$ cat src/rtl/bwin_pkg.sv
package bwin_pkg;

   typedef enum logic [1:0] {
      CS_WRAM = 2'd0,
      CS_PAL  = 2'd1,
      CS_BANK = 2'd2
   } cs_idx_e;

   localparam int NUM_CS = 3;

   function automatic logic in_window(input logic [31:0] addr,
                                      input logic [31:0] base,
                                      input int          size_log2);
      return (addr >> size_log2) == (base >> size_log2);
   endfunction

endpackage

$ cat src/rtl/bwin_ctl_reg.sv
module bwin_ctl_reg #(
   parameter int CTL_W = 8
) (
   input  logic             clk,
   input  logic             rst_n,
   input  logic             we,
   input  logic [CTL_W-1:0] wdata,
   output logic [CTL_W-1:0] q
);
   always_ff @(posedge clk or negedge rst_n) begin
      if (!rst_n)  q <= '0;
      else if (we) q <= wdata;
   end
endmodule

$ cat src/rtl/bwin_decode.sv
module bwin_decode
   import bwin_pkg::*;
#(
   parameter int ADDR_W    = 16,
   parameter int LOW_BASE  = 32'h0000,
   parameter int LOW_LOG2  = 10,
   parameter int BANK_BASE = 32'h6000,
   parameter int BANK_LOG2 = 13
) (
   input  logic              req,
   input  logic [ADDR_W-1:0] addr,
   input  logic              pal_sel,
   output logic [NUM_CS-1:0] cs
);
   localparam int LOW_SIZE  = 1 << LOW_LOG2;
   localparam int BANK_SIZE = 1 << BANK_LOG2;

   if ((LOW_BASE % LOW_SIZE) != 0) begin : g_bad_low_align
      $error("low window base not aligned to its size");
   end
   if ((BANK_BASE % BANK_SIZE) != 0) begin : g_bad_bank_align
      $error("banked window base not aligned to its size");
   end
   if (!((LOW_BASE + LOW_SIZE <= BANK_BASE) || (BANK_BASE + BANK_SIZE <= LOW_BASE)))
   begin : g_bad_overlap
      $error("low and banked windows overlap");
   end
   if (BANK_BASE + BANK_SIZE > (1 << ADDR_W)) begin : g_bad_range
      $error("banked window exceeds address space");
   end

   logic hit_low, hit_bank;

   always_comb begin
      hit_low  = req && in_window(32'(addr), LOW_BASE, LOW_LOG2);
      hit_bank = req && in_window(32'(addr), BANK_BASE, BANK_LOG2);
      cs          = '0;
      cs[CS_WRAM] = hit_low && !pal_sel;
      cs[CS_PAL]  = hit_low &&  pal_sel;
      cs[CS_BANK] = hit_bank;
   end
endmodule

$ cat src/rtl/bwin_xlate.sv
module bwin_xlate #(
   parameter int PAGE_BITS  = 4,
   parameter int PAGE_LOG2  = 13,
   parameter int ROM_BASE   = 32'h10000,
   parameter int ROM_ADDR_W = 18
) (
   input  logic [PAGE_BITS-1:0]  page,
   input  logic [PAGE_LOG2-1:0]  offset,
   output logic [ROM_ADDR_W-1:0] rom_addr
);
   localparam longint ROM_TOP = longint'(ROM_BASE) +
                                (longint'(1) << (PAGE_BITS + PAGE_LOG2));
   localparam int IDX_W = ROM_ADDR_W - PAGE_LOG2;

   if (ROM_TOP > (longint'(1) << ROM_ADDR_W)) begin : g_bad_fit
      $error("ROM address width too small for base plus all pages");
   end

   if ((ROM_BASE % (1 << PAGE_LOG2)) == 0) begin : g_aligned
      logic [IDX_W-1:0] idx;
      assign idx      = IDX_W'(ROM_BASE >> PAGE_LOG2) + IDX_W'(page);
      assign rom_addr = {idx, offset};
   end else begin : g_unaligned
      assign rom_addr = ROM_ADDR_W'(ROM_BASE) + ROM_ADDR_W'({page, offset});
   end
endmodule

$ cat src/rtl/bank_window_ctrl.sv
module bank_window_ctrl
   import bwin_pkg::*;
#(
   parameter int ADDR_W     = 16,
   parameter int CTL_W      = 8,
   parameter int PAL_BIT    = 5,
   parameter int RB_BIT     = 6,
   parameter int PAGE_LSB   = 0,
   parameter int PAGE_BITS  = 4,
   parameter int LOW_BASE   = 32'h0000,
   parameter int LOW_LOG2   = 10,
   parameter int BANK_BASE  = 32'h6000,
   parameter int PAGE_LOG2  = 13,
   parameter int ROM_BASE   = 32'h10000,
   parameter int ROM_ADDR_W = 18
) (
   input  logic                  clk,
   input  logic                  rst_n,
   input  logic                  ctl_we,
   input  logic [CTL_W-1:0]      ctl_wdata,
   input  logic                  cpu_req,
   input  logic [ADDR_W-1:0]     cpu_addr,
   output logic                  cs_wram,
   output logic                  cs_pal,
   output logic                  cs_rom_bank,
   output logic [ROM_ADDR_W-1:0] rom_addr,
   output logic                  chr_readback
);
   if (PAGE_LSB + PAGE_BITS > CTL_W || PAL_BIT >= CTL_W || RB_BIT >= CTL_W)
   begin : g_bad_field
      $error("control field outside register");
   end
   if (PAL_BIT == RB_BIT ||
       (PAL_BIT >= PAGE_LSB && PAL_BIT < PAGE_LSB + PAGE_BITS) ||
       (RB_BIT  >= PAGE_LSB && RB_BIT  < PAGE_LSB + PAGE_BITS)) begin : g_bad_overlap
      $error("control fields overlap");
   end

   logic [CTL_W-1:0]  ctl_q;
   logic [NUM_CS-1:0] cs_vec;
   logic              unused_ctl;

   bwin_ctl_reg #(.CTL_W(CTL_W)) u_reg (
      .clk   (clk),
      .rst_n (rst_n),
      .we    (ctl_we),
      .wdata (ctl_wdata),
      .q     (ctl_q)
   );

   bwin_decode #(
      .ADDR_W   (ADDR_W),
      .LOW_BASE (LOW_BASE),
      .LOW_LOG2 (LOW_LOG2),
      .BANK_BASE(BANK_BASE),
      .BANK_LOG2(PAGE_LOG2)
   ) u_dec (
      .req     (cpu_req),
      .addr    (cpu_addr),
      .pal_sel (ctl_q[PAL_BIT]),
      .cs      (cs_vec)
   );

   bwin_xlate #(
      .PAGE_BITS (PAGE_BITS),
      .PAGE_LOG2 (PAGE_LOG2),
      .ROM_BASE  (ROM_BASE),
      .ROM_ADDR_W(ROM_ADDR_W)
   ) u_xl (
      .page     (ctl_q[PAGE_LSB +: PAGE_BITS]),
      .offset   (cpu_addr[PAGE_LOG2-1:0]),
      .rom_addr (rom_addr)
   );

   assign cs_wram      = cs_vec[CS_WRAM];
   assign cs_pal       = cs_vec[CS_PAL];
   assign cs_rom_bank  = cs_vec[CS_BANK];
   assign chr_readback = ctl_q[RB_BIT];
   assign unused_ctl   = ^ctl_q;
endmodule

$ cat config.mk
export PLATFORM = sky130hd
export DESIGN_NAME = bank_window_ctrl
export DESIGN_NICKNAME = d
export VERILOG_FILES = /design/src/rtl/bwin_pkg.sv /design/src/rtl/bwin_ctl_reg.sv /design/src/rtl/bwin_decode.sv /design/src/rtl/bwin_xlate.sv /design/src/rtl/bank_window_ctrl.sv
export SDC_FILE = /design/constraint.sdc
export NUM_CORES = 1
export LEC_CHECK = 0
export BUFFER_PORTS_ARGS = -buffer_cell sky130_fd_sc_hd__buf_2
export CORE_MARGIN = 2
export CORE_UTILIZATION = 35
export CTS_CLUSTER_DIAMETER = 150
export DETAILED_ROUTE_END_ITERATION = 12
export PLACE_DENSITY = 0.79
export REMOVE_ABC_BUFFERS = 1
export SYNTH_ARGS = -nofsm -noshare
export SYNTH_HDL_FRONTEND = slang
export SYNTH_HIERARCHICAL = 1
export SYNTH_SLANG_ARGS = --single-unit
$ cat constraint.sdc
create_clock -name clk -period 1.1 [get_ports clk]
set_clock_uncertainty 0.1 [all_clocks]
set_input_delay 0 -clock clk [delete_from_list [all_inputs] [get_ports clk]]
set_output_delay 0 -clock clk [all_outputs]
set_load 0.05 [all_outputs]
==> run summary, run 1 <==
run status: finished, violations left
violations in the final reports: setup timing
final critical path time including I/O delays and setup: 1540 ps
die width: 39.2 um
DIE AREA: 1540 um2
clock-pin slew on the worst setup and hold paths: 50 ps
core area: 1130 um2
worst reg2reg setup slack: 10 ps
Max rail drop VDD: 0.587 mV
number of cells in the finished layout apart from fillers: 83
power per standard cell area: 1220 nW/um2
share of power burned in the clock network: 0.244
placement-stage cell area: 448 um2
fill cell total of the finished layout: 114
net switching power of the design: 0.000315 W
final RePlAce weighted congestion: 0.663
total internal power: 0.000491 W
Post-route DRC: 0
Final Power: 0.000806 W
final count of hold timing violations: 0
Clock Tree Root: sky130_fd_sc_hd__clkbuf_4
Hold Path Class: in -> async
DR WL/cell: 13.2 um
total iterations of the first detailed-routing run: 1
clock tree from TritonCTS: built
final core area utilization: 0.586
overall fraction of global-route tracks in use: 0.148
netlist area before placement: 434 um2
Avg Synthesized Cell Area: 11.1 um2
Rel. slew slack: 0.657
htree depth: 1
largest net degree at the start of global routing: 7
smallest setup slack after layout: -445 ps
most flop-heavy register: u_reg/q
Crit Reg-Reg Startpoint: u_reg/q[5]
overall via count from detail_route: 358
fraction of power spent switching nets: 0.391
final count of pins violating max slew: 0
quantity of I/O buffers inserted on ports: 27
RSZ-0062 raised after global routing: yes
Detail Route Antenna Nets: 0
Crit path arrival time: 1440 ps
aggregate routed wire length: 1090 um
Vias per Instance: 4.31
combinational power share: 0.436
n_diodes: 0
critical path peak fanout: 3
Post-Synthesis Cells: 39
number of ports placed on the die boundary: 50
clk sinks: 6
fraction of layout instances using a drive strength above 1: 0.565
die height: 39.2 um
Flop pwr share: 0.320
type of the worst setup path: reg -> out
biggest regs: u_reg/q x6
startpoint class of the critical path: flip-flop
clk buf depth: 2
crit end category: output port
Setup Viol. Count Final: 2
total non-filler cell area in the finished layout: 659 um2
Data required, critical path: 1000 ps
Fmax: 647 MHz
Worst setup startpoint: u_reg/q[5]
initial antenna violation count: 0
wire length of the first global-routing pass: 1430 um
nets: 99
number of synthesis warnings: 6
vias in the first global route: 342
placed cell count: 62
Worst-Skew Late Latency: 240 ps
Syn-to-layout area delta: 51.9%
initial DRC count: 0
GRT overflow: 0
static leakage: 0.339 nW
fraction of the cycle the final worst path needs: 1.40
clock buffer count from CTS: 3
Worst Tran Pin Value: 513 ps
number of max-cap violations: 0
flip-flop count of the largest register, all copies and words added: 6
cell row count: 12
Starting Density: 0.386
-- final cells by class --
cell class	instances	area (um2)	share of cell area
multi-input combinational	13	140	0.213
clock buffer	3	22.5	0.0342
sequential	6	150	0.228
timing repair buffer	46	325	0.493
tap	14	17.5	0.0266
inverter	1	3.75	0.00569
-- path summary, 6_finish.rpt --
kind,cells after the start,endpoint
max in group asynchronous,2,u_reg/q[2]
setup / recovery,3,cs_wram
hold reg to reg,1,u_reg/q[0]
min in group clk,2,u_reg/q[1]
hold / removal,2,u_reg/q[3]
setup reg to reg,3,u_reg/q[5]
-- critical path, stage by stage, from the launching register on --
cell	delay [ps]
sky130_fd_sc_hd__dfrtp_1	370
sky130_fd_sc_hd__or4_1	400
sky130_fd_sc_hd__nor4_1	190
sky130_fd_sc_hd__buf_4	250
-- repair_timing --
item,CTS,global route
setup endpoints to repair,2,2
hold buffers,17,0
gates cloned,0,0
setup buffers,0,1
gates resized for setup,2,1
endpoints found under the hold margin,22,0
-- layout by cell type (no fill, tap or decap), drive strengths merged --
| master | count |
|---|---|
| dlygate4sd3 | 17 |
| mux2 | 6 |
| nor4 | 2 |
| nand2b | 1 |
| or4b | 1 |
| clkbuf | 3 |
| nor2 | 1 |
| dfrtp | 6 |
| buf | 29 |
| or4 | 1 |
| nand2 | 1 |
| inv | 1 |
-- power groups by stage --
stage               sequential (W)  clock (W)  combinational (W)
finish                    0.000258   0.000196           0.000352
detailed placement        0.000258          0           0.000226
floorplan                 0.000324          0          0.0000618
global route              0.000260   0.000214           0.000367
CTS                       0.000257   0.000204           0.000344
global placement          0.000259          0           0.000223
-- metal layers --
layer  track usage  share of wire
met4        0.0776              0
met3        0.0347          0.062
met2         0.271           0.58
met5             0              0
met1         0.152           0.36
-- stage by stage --
step,TNS [ps],hold slack [ps],setup WS [ps]
after global placement,-392,-273,-201
after detailed placement,-465,-270,-238
final,-847,13.2,-445
after floorplan,-2420,-396,-1210
after global routing,-994,27.9,-513
after CTS,-910,15.5,-460
(Power assumes the default switching activity.)
==> inputs of run 2 (changes only) <==
PLACE_DENSITY = 0.84   (was 0.79)
==> run 2 against run 1 <==
Largest cell class unchanged. Wire length increased by 2.4%. The run still ends with setup timing left. Die area unchanged. Register-to-register slack improved by 220 ps. Critical endpoint unchanged. Critical path depth unchanged. Highest routed layer is now met4.
==> run summary, run 2 (synthesized netlist as in run 1, its figures left out) <==
run status: finished, violations left (unchanged)
violations in the final reports: setup timing (unchanged)
fraction of met2 tracks used by global routing: 0.304 (was 0.271)
htree depth: 1 (unchanged)
met1 layer usage reported by global route: 0.141 (was 0.152)
number of setup buffers added after CTS: 0 (unchanged)
Detail Route Antenna Nets: 0 (unchanged)
Flop pwr share: 0.320 (about the same)
largest net degree at the start of global routing: 7 (unchanged)
clk sinks: 6 (unchanged)
worst hold margin: 68.6 ps (was 13.2 ps)
net switching power of the design: 0.000317 W (was 0.000315 W)
vias in the first global route: 349 (was 342)
static leakage: 0.338 nW (was 0.339 nW)
clock tree from TritonCTS: built (unchanged)
commonest non-fill, non-tap cell in the layout: sky130_fd_sc_hd__buf_2 (unchanged)
fraction of layout instances using a drive strength above 1: 0.551 (was 0.565)
overall fraction of global-route tracks in use: 0.161 (was 0.148)
cell-by-cell trace of the critical path: or4_1 > nor4_2 > buf_4 (was or4_1 > nor4_1 > buf_4)
Most Used Layer, Global Route: met2 (unchanged)
overall via count from detail_route: 370 (was 358)
total iterations of the first detailed-routing run: 4 (was 1)
final count of pins violating max slew: 0 (unchanged)
RSZ-0062 raised after global routing: yes (unchanged)
type of the worst setup path: reg -> out (unchanged)
met3 track demand over resource: 0.0173 (was 0.0347)
Clock Tree Root: sky130_fd_sc_hd__clkbuf_4 (unchanged)
nets: 99 (unchanged)
commonest cells after routing, fill and taps aside: 25 x sky130_fd_sc_hd__buf_2, 19 x sky130_fd_sc_hd__dlygate4sd3_1, 6 x sky130_fd_sc_hd__mux2_4, 6 x sky130_fd_sc_hd__dfrtp_1, 3 x sky130_fd_sc_hd__clkbuf_4 (was 25 x sky130_fd_sc_hd__buf_2, 17 x sky130_fd_sc_hd__dlygate4sd3_1, 6 x sky130_fd_sc_hd__mux2_4, 6 x sky130_fd_sc_hd__dfrtp_1, 4 x sky130_fd_sc_hd__buf_4)
placed cell count: 61 (was 62)
Worst-Skew Late Latency: 240 ps (about the same)
clock-pin slew on the worst setup and hold paths: 40 ps (was 50 ps)
total internal power: 0.000487 W (was 0.000491 W)
die width: 39.2 um (unchanged)
fraction of the cycle the final worst path needs: 1.38 (was 1.40)
quantity of I/O buffers inserted on ports: 27 (unchanged)
Vias per Instance: 4.46 (was 4.31)
buffer and inverter count on the worst path: 1 (unchanged)
fraction of power spent switching nets: 0.394 (was 0.391)
fill cell total of the finished layout: 87 (was 114)
Setup Viol. Count Final: 2 (unchanged)
final critical path time including I/O delays and setup: 1520 ps (was 1540 ps)
Starting Density: 0.386 (unchanged)
Fmax: 659 MHz (was 647 MHz)
Worst Tran Pin Value: 531 ps (was 513 ps)
GRT overflow: 0 (unchanged)
biggest regs: u_reg/q x6 (unchanged)
Crit path arrival time: 1420 ps (was 1440 ps)
final count of hold timing violations: 0 (unchanged)
startpoint class of the critical path: flip-flop (unchanged)
smallest setup slack after layout: -418 ps (was -445 ps)
core area: 1130 um2 (unchanged)
n_diodes: 0 (unchanged)
family of cells with the greatest summed delay on the critical path: simple AND/OR/NAND/NOR gates (unchanged)
Post-route DRC: 0 (unchanged)
most flop-heavy register: u_reg/q (unchanged)
Rel. slew slack: 0.645 (was 0.657)
number of cells in the finished layout apart from fillers: 83 (unchanged)
crit end category: output port (unchanged)
clk buf depth: 2 (unchanged)
critical path peak fanout: 3 (unchanged)
combinational power share: 0.436 (about the same)
initial antenna violation count: 0 (unchanged)
share of power burned in the clock network: 0.244 (about the same)
final RePlAce weighted congestion: 0.596 (was 0.663)
die height: 39.2 um (unchanged)
power per standard cell area: 1200 nW/um2 (was 1220 nW/um2)
DR WL/cell: 13.5 um (was 13.2 um)
Hold Path Class: in -> reg (was in -> async)
clock buffer count from CTS: 3 (unchanged)
Syn-to-layout area delta: 54.5% (was 51.9%)
Data required, critical path: 1000 ps (about the same)
highest-delay cell along the critical path: sky130_fd_sc_hd__or4_1 (unchanged)
number of max-cap violations: 0 (unchanged)
wire length of the first global-routing pass: 1480 um (was 1430 um)
DIE AREA: 1540 um2 (unchanged)
setup slack at placement: -235 ps (was -238 ps)
flip-flop count of the largest register, all copies and words added: 6 (unchanged)
longest individual stage delay on the worst path: 420 ps (was 400 ps)
number of ports placed on the die boundary: 50 (unchanged)
initial DRC count: 4 (was 0)
cell row count: 12 (unchanged)
Final Power: 0.000804 W (was 0.000806 W)
Max rail drop VDD: 0.543 mV (was 0.587 mV)
aggregate routed wire length: 1120 um (was 1090 um)
[run 2: layer usage]
layer  share of wire  up-vias
li1                -      173
met1            0.37      166
met2            0.52       29
met3           0.084        2
met4           0.017        0
met5               0        -
[run 2: timing repair]
| item | CTS | global route |
|---|---|---|
| cloned | 0 | 0 |
| hold buffers | 19 | 0 |
| resized for setup | 2 | 2 |
| endpoints found under the hold margin | 22 | 0 |
| setup endpoints to repair | 2 | 2 |
[run 2: area by class of cell]
type                       count  area (um2)  share of cell area
sequential                     6         150               0.224
timing repair buffer          46         330               0.493
tap                           14        17.5              0.0261
multi-input combinational     13         146               0.218
clock buffer                   3        22.5              0.0336
inverter                       1        3.75             0.00560
[run 2: power groups by stage]
stage,Clock (W),Sequential [W],Combinational [W]
floorplan,0,0.000324,0.0000618
global placement,0,0.000258,0.000218
detailed placement,0,0.000260,0.000220
CTS,0.000207,0.000257,0.000345
global route,0.000220,0.000260,0.000363
finish,0.000197,0.000257,0.000351
[run 2: worst paths after layout]
check	cells past startpoint	end	startpoint	slack, ps
worst max-delay path	3	cs_wram	u_reg/q[5]	-420
worst min-delay path	2	u_reg/q[0]	ctl_we	70
worst max register to register	1	u_reg/q[3]	u_reg/q[3]	230
worst min register to register	1	u_reg/q[1]	u_reg/q[1]	420
max in group asynchronous	3	u_reg/q[2]	rst_n	150
min in group asynchronous	3	u_reg/q[3]	rst_n	580
[run 2: through the flow]
stage	util	setup TNS (ps)	area (um2)
finish	0.596	-832	671
global route	0.596	-1010	671
CTS	0.584	-893	658
detailed placement	0.391	-450	440
global placement	0.391	-397	440
floorplan	-	-2420	288
